===== config.mk =====
export PLATFORM = sky130hd
export DESIGN_NAME = pixwin_xfer_engine
export DESIGN_NICKNAME = d
export VERILOG_FILES = /design/src/rtl/pwx_pkg.sv /design/src/rtl/pwx_setup_chk.sv /design/src/rtl/pwx_byte_counter.sv /design/src/rtl/pwx_axis_span.sv /design/src/rtl/pixwin_xfer_engine.sv
export SDC_FILE = /design/constraint.sdc
export NUM_CORES = 1
export LEC_CHECK = 0
export BUFFER_PORTS_ARGS = -buffer_cell sky130_fd_sc_hd__buf_2
export CELL_PAD_IN_SITES_DETAIL_PLACEMENT = 0
export CELL_PAD_IN_SITES_GLOBAL_PLACEMENT = 2
export CORE_UTILIZATION = 40
export DETAILED_ROUTE_END_ITERATION = 16
export HOLD_SLACK_MARGIN = 0.03
export MAX_ROUTING_LAYER = met4
export PLACE_DENSITY = 0.95
export SLEW_MARGIN = 20
export SYNTH_ARGS = -nofsm -noshare
export SYNTH_HDL_FRONTEND = slang
export SYNTH_SLANG_ARGS = --single-unit

===== constraint.sdc =====
create_clock -name clk -period 31.1 [get_ports clk]
set_input_delay 0 -clock clk [delete_from_list [all_inputs] [get_ports clk]]
set_output_delay 0 -clock clk [all_outputs]
set_load 0.05 [all_outputs]

===== src/rtl/pwx_pkg.sv =====
package pwx_pkg;
  localparam int FMT_W = 4;
  localparam int BPP_W = 3;
  localparam int SRC_W = 3;
  localparam logic [SRC_W-1:0] SRC_MAX = 3'd3;

  // bytes per pixel for each format code; 0 marks an unsupported code
  function automatic logic [BPP_W-1:0] bytes_per_px(input logic [FMT_W-1:0] code);
    case (code)
      4'd0, 4'd1, 4'd6: bytes_per_px = 3'd2;
      4'd2, 4'd3:       bytes_per_px = 3'd3;
      4'd4, 4'd5:       bytes_per_px = 3'd4;
      default:          bytes_per_px = 3'd0;
    endcase
  endfunction
endpackage


===== src/rtl/pwx_setup_chk.sv =====
module pwx_setup_chk
  import pwx_pkg::*;
#(
  parameter int COORD_W = 10,
  parameter int CNT_W   = 2*COORD_W + BPP_W
) (
  input  logic [COORD_W-1:0] x0,
  input  logic [COORD_W-1:0] y0,
  input  logic [COORD_W-1:0] x1,
  input  logic [COORD_W-1:0] y1,
  input  logic [FMT_W-1:0]   fmt,
  input  logic [SRC_W-1:0]   src,
  output logic               legal,
  output logic [COORD_W:0]   wid,
  output logic [COORD_W:0]   hgt,
  output logic [CNT_W-1:0]   len
);
  logic [BPP_W-1:0] bpp;

  always_comb begin
    bpp   = bytes_per_px(fmt);
    legal = (src <= SRC_MAX) && (bpp != '0) && (x1 >= x0) && (y1 >= y0);
    wid   = {1'b0, x1} - {1'b0, x0} + 1'b1;
    hgt   = {1'b0, y1} - {1'b0, y0} + 1'b1;
    len   = CNT_W'(bpp) * CNT_W'(wid) * CNT_W'(hgt);
  end
endmodule


===== src/rtl/pwx_byte_counter.sv =====
module pwx_byte_counter #(
  parameter int CNT_W = 23
) (
  input  logic             clk,
  input  logic             rst_n,
  input  logic             load_full,
  input  logic             load_first,
  input  logic             step,
  input  logic [CNT_W-1:0] len,
  output logic [CNT_W-1:0] rem,
  output logic             active,
  output logic             commit
);
  localparam logic [CNT_W-1:0] ONE = CNT_W'(1);

  assign active = (rem != '0);
  assign commit = (step && rem == ONE) || (load_first && len == ONE);

  always_ff @(posedge clk) begin
    if (!rst_n)          rem <= '0;
    else if (load_full)  rem <= len;
    else if (load_first) rem <= len - ONE;
    else if (step)       rem <= rem - ONE;
  end
endmodule


===== src/rtl/pwx_axis_span.sv =====
module pwx_axis_span #(
  parameter int COORD_W = 10
) (
  input  logic               clk,
  input  logic               rst_n,
  input  logic               clr,
  input  logic               commit,
  input  logic [COORD_W-1:0] start,
  input  logic [COORD_W:0]   size,
  output logic [COORD_W-1:0] lo,
  output logic [COORD_W:0]   hi
);
  logic [COORD_W:0]   stop;
  logic [COORD_W-1:0] base_lo, nxt_lo;
  logic [COORD_W:0]   base_hi, nxt_hi;

  always_comb begin
    stop    = {1'b0, start} + size;
    base_lo = clr ? '1 : lo;
    base_hi = clr ? '0 : hi;
    nxt_lo  = (commit && start < base_lo) ? start : base_lo;
    nxt_hi  = (commit && stop  > base_hi) ? stop  : base_hi;
  end

  always_ff @(posedge clk) begin
    if (!rst_n) begin
      lo <= '1;
      hi <= '0;
    end else begin
      lo <= nxt_lo;
      hi <= nxt_hi;
    end
  end
endmodule


===== src/rtl/pixwin_xfer_engine.sv =====
module pixwin_xfer_engine
  import pwx_pkg::*;
#(
  parameter int COORD_W = 10
) (
  input  logic               clk,
  input  logic               rst_n,
  input  logic [COORD_W-1:0] win_x0,
  input  logic [COORD_W-1:0] win_y0,
  input  logic [COORD_W-1:0] win_x1,
  input  logic [COORD_W-1:0] win_y1,
  input  logic [FMT_W-1:0]   fmt_code,
  input  logic [SRC_W-1:0]   src_sel,
  input  logic               src_wr,
  input  logic               dat_valid,
  output logic               dat_ready,
  input  logic               dirty_clr,
  output logic               done,
  output logic [COORD_W-1:0] dirty_min_x,
  output logic [COORD_W-1:0] dirty_min_y,
  output logic [COORD_W:0]   dirty_max_x,
  output logic [COORD_W:0]   dirty_max_y
);
  localparam int CNT_W  = 2*COORD_W + BPP_W;
  localparam int N_AXIS = 2;

  logic               legal, active, commit, beat;
  logic               load_full, load_first, step;
  logic [COORD_W:0]   wid, hgt;
  logic [CNT_W-1:0]   len, rem_cnt;

  // latched window of the open transfer, index 0 = X, 1 = Y
  logic [COORD_W-1:0] lat_start [N_AXIS];
  logic [COORD_W:0]   lat_size  [N_AXIS];
  logic [COORD_W-1:0] new_start [N_AXIS];
  logic [COORD_W:0]   new_size  [N_AXIS];
  logic [COORD_W-1:0] span_lo   [N_AXIS];
  logic [COORD_W:0]   span_hi   [N_AXIS];

  assign dat_ready  = ~src_wr;
  assign beat       = dat_valid & dat_ready;
  assign load_full  = src_wr & legal;
  assign load_first = beat & ~active & legal;
  assign step       = beat & active;

  assign new_start[0] = win_x0;
  assign new_start[1] = win_y0;
  assign new_size[0]  = wid;
  assign new_size[1]  = hgt;

  pwx_setup_chk #(.COORD_W(COORD_W), .CNT_W(CNT_W)) u_setup (
    .x0(win_x0), .y0(win_y0), .x1(win_x1), .y1(win_y1),
    .fmt(fmt_code), .src(src_sel),
    .legal(legal), .wid(wid), .hgt(hgt), .len(len)
  );

  pwx_byte_counter #(.CNT_W(CNT_W)) u_count (
    .clk(clk), .rst_n(rst_n),
    .load_full(load_full), .load_first(load_first), .step(step),
    .len(len), .rem(rem_cnt), .active(active), .commit(commit)
  );

  for (genvar a = 0; a < N_AXIS; a++) begin : g_axis
    logic [COORD_W-1:0] cm_start;
    logic [COORD_W:0]   cm_size;

    always_ff @(posedge clk) begin
      if (!rst_n) begin
        lat_start[a] <= '0;
        lat_size[a]  <= '0;
      end else if (load_full || load_first) begin
        lat_start[a] <= new_start[a];
        lat_size[a]  <= new_size[a];
      end
    end

    // a one-beat commit uses the window being set up this cycle
    assign cm_start = load_first ? new_start[a] : lat_start[a];
    assign cm_size  = load_first ? new_size[a]  : lat_size[a];

    pwx_axis_span #(.COORD_W(COORD_W)) u_span (
      .clk(clk), .rst_n(rst_n), .clr(dirty_clr), .commit(commit),
      .start(cm_start), .size(cm_size),
      .lo(span_lo[a]), .hi(span_hi[a])
    );
  end

  assign dirty_min_x = span_lo[0];
  assign dirty_min_y = span_lo[1];
  assign dirty_max_x = span_hi[0];
  assign dirty_max_y = span_hi[1];

  always_ff @(posedge clk) begin
    if (!rst_n) done <= 1'b0;
    else        done <= commit;
  end
endmodule


==> results.toml <==
[worst_setup_path]
cp_common_cell = "fa_1"
path_max_fanout = 24
r2r_start = "u_count.rem[12]"
crit_arrival_ns = 11.63
worstRegToRegCells = 23
cp.required_ns = 31.40
critPathSlowestCell = "or4_1"
cp-start-kind = "input port"
crit_path_end_kind = "register"
r2r-end = "g_axis[0].u_span.hi[3]"
crit_type = "input port to register"
max_stage_delay_ns = 0.55
reg2reg_slack_ns = 24.52

[hold_path]
hold_path_class = "input port to register"
min_from = "win_y0[0]"
whs_path_depth = 3
whs_endpoint = "lat_start[1][0]"

[pwr]
ir_worst_vdd_mv = 0.110
power.density_nw_per_um2 = 112
power.leakage_nw = 7.58

[final_layout]
seq_area_sq_um = 2580
multi_input_area_sq_um = 11200
final_layout_size_suffix_gt1_share_pct = 8.75
nets = 2256
nFillCells = 3720
syn2layout_area_growth_pct = 9.77

[synthesis]
ys_seq_elements = 108
synth-main-ff-cell = "dfxtp_1"
synth.distinct_cells = 78
syn-instance-count = 1827
synthTopCellsByCount = "inv_1 (217), nor2_1 (213), ha_1 (173), nand2_1 (166), fa_1 (128)"
synth_area_leaders = "fa_1 (17%), ha_1 (15%), dfxtp_1 (8.9%)"
ys_warn_count = 0
synth_area_leader_cell = "fa_1"
syn_nets = 2180
yosysSeqAreaShare_pct = 17.4
async_reset_ff_share_pct = 0
avgSynthCellArea_sq_um = 8.13
yosysTopAreaCellShare_pct = 17.2
synth-edff-count = 42
yosysMostFrequentCell = "inv_1"
synth.cell_area_sq_um = 14900

[place]
place_ws_ns = 19.71
port_buffers = 93
gp_congestion = 0.907
dp_hpwl_um = 32500

[timing]
min_period_ns = 11.33
hold_viol_final = 0
worst_slack_ns = 19.77
rsz0062_at_grt = "false"
max_slew_margin_pct = 32.5
tightest_slew_ns = 1.00
timing.fmax_ghz = 0.0883
skew_ns = 0.00994
min_period_over_period_pct = 36.4
fin_setup_tns_ns = 0
report.final.slew_viol_count = 0
setup_viol = 0

[clock_tree]
clock_sinks = 108
path_clk_slew_ns = 0.07
cts-htree-levels = 3
cts_buffers = 9
cts_tree = "built"
cts-resized-gates = 0
post-cts-setup-buffers = 0
cts.path.max_buffers = 2
root_buffer = "clkbuf_16"
clk_latency_ns = 0.37
holdBufCountCts = 14

[grt]
grt_pass1_vias = 13300
grtUsageTotal_pct = 22.8
grt_pass1_wl_um = 67500
antenna_found_initial = 1
grt_max_degree = 45
overflow = 0

[outcome]
status = "finished clean"

[floorplan]
rows = 70
num_io_pins = 96
die_y_um = 195
core_area_sq_um = 36600
start_util_pct = 40.6
dieArea_sq_um = 37900
die_w_um = 195

[drt]
drc = 0
num_vias = 13000
ant_nets = 0
routed_wl_um = 40400
wl_per_cell_um = 17.0
detail_route.first_pass.iterations = 7
via_per_inst = 5.46
drtIter0Drc = 718

[flow_run]
maxCapViolCount = 0
==> through the flow <==
step	util (%)	instances	power [mW]	instance area (sq um)	hold WS (ns)
after floorplan	-	1827	1.35	14900	0.182
after global placement	43.2	2345	1.67	15800	0.351
after detailed placement	43.3	2346	1.69	15900	0.364
after CTS	44.5	2376	1.83	16300	0.0334
after global routing	44.6	2377	2.03	16300	0.0371
final	44.6	2378	1.82	16300	0.0487
==> worst max path at each step <==
stage	from	endpoint	slack (ns)	depth (start not counted)
2_1_floorplan	win_x0[2]	g_axis[1].u_span.lo[7]	21.29	40
3_3_place_gp	win_x0[1]	g_axis[1].u_span.lo[9]	19.80	42
3_5_place_dp	win_x0[1]	g_axis[1].u_span.lo[7]	19.71	42
4_1_cts	win_x0[1]	g_axis[1].u_span.lo[7]	19.49	43
5_1_grt	win_x0[1]	g_axis[1].u_span.lo[7]	19.01	44
6_report	win_x0[1]	g_axis[1].u_span.lo[7]	19.77	43
==> placed cells by master (no fill, tap or decap), drive strengths merged, types with 6 or more instances in the layout <==
master	synthesis	routed
a2111oi	6	6
a211oi	7	7
a21o	29	29
a21oi	97	97
a31oi	12	12
and2	13	13
and3	10	10
buf	9	118
clkbuf	58	11
dfxtp	66	66
dlygate4sd3	0	14
edfxtp	42	42
fa	128	128
ha	173	173
inv	217	219
nand2	166	166
nand2b	44	44
nand3	51	51
nand4	15	15
nor2	215	215
nor2b	23	23
nor3	54	54
nor3b	6	6
nor4	10	10
o211ai	13	13
o21a	36	36
o21ai	112	112
o21bai	24	24
or2	10	10
or3	10	10
xnor2	58	58
xor2	31	31
==> area by class of cell <==
cell class	count	area share, %
inverter	217	4.99
multi-input combinational	1435	68.8
antenna	2	0.0307
clock buffer	11	1.43
sequential	108	15.8
clock inverter	5	0.368
timing repair buffer	132	4.99
tap	468	3.59
==> critical path: cells and delay by family <==
kind | cells | cell delay (ns)
buffers and inverters | 9 | 1.27
adder cells (fa/ha/maj) | 11 | 4.72
XOR/XNOR | 1 | 0.50
AO/OA/AOI/OAI | 12 | 2.31
AND/OR/NAND/NOR | 10 | 2.81
==> report_power, final <==
| part | leakage, nW | internal [mW] | switching [mW] |
|---|---|---|---|
| logic | 6.47 | 0.584 | 0.945 |
| clock network | 0.141 | 0.0631 | 0.0578 |
| registers | 0.969 | 0.161 | 0.0126 |
| total | 7.58 | 0.808 | 1.02 |
==> metal layers <==
metal | track usage, % | vias up | part of all wire, % | wire [um]
li1 | - | 6347 | - | -
met1 | 28.1 | 6270 | 45 | 18000
met2 | 38.7 | 301 | 48 | 19500
met3 | 2.64 | 58 | 4.7 | 1890
met4 | 7.47 | 0 | 2.6 | 1050
met5 | - | - | 0 | 0
==> registers in the layout, indices dropped and copies added (netlist names) <==
| name | count |
|---|---|
| u_count.rem | 23 |
| g_axis.u_span.hi | 22 |
| lat_size | 22 |
| g_axis.u_span.lo | 20 |
| lat_start | 20 |
| done | 1 |
==> logic make-up after synthesis <==
logic type / share of synthesized area [%]
xor gates and xnor gates: 5.25
DFF: 17.4
and+or+nand+nor: 20.3
muxes: 0.429
adders and majority gates: 31.8
AOI/OAI and AO/OA: 17.4
buffers and inverters: 7.40
Note: power is estimated with default switching activity, not from simulation.
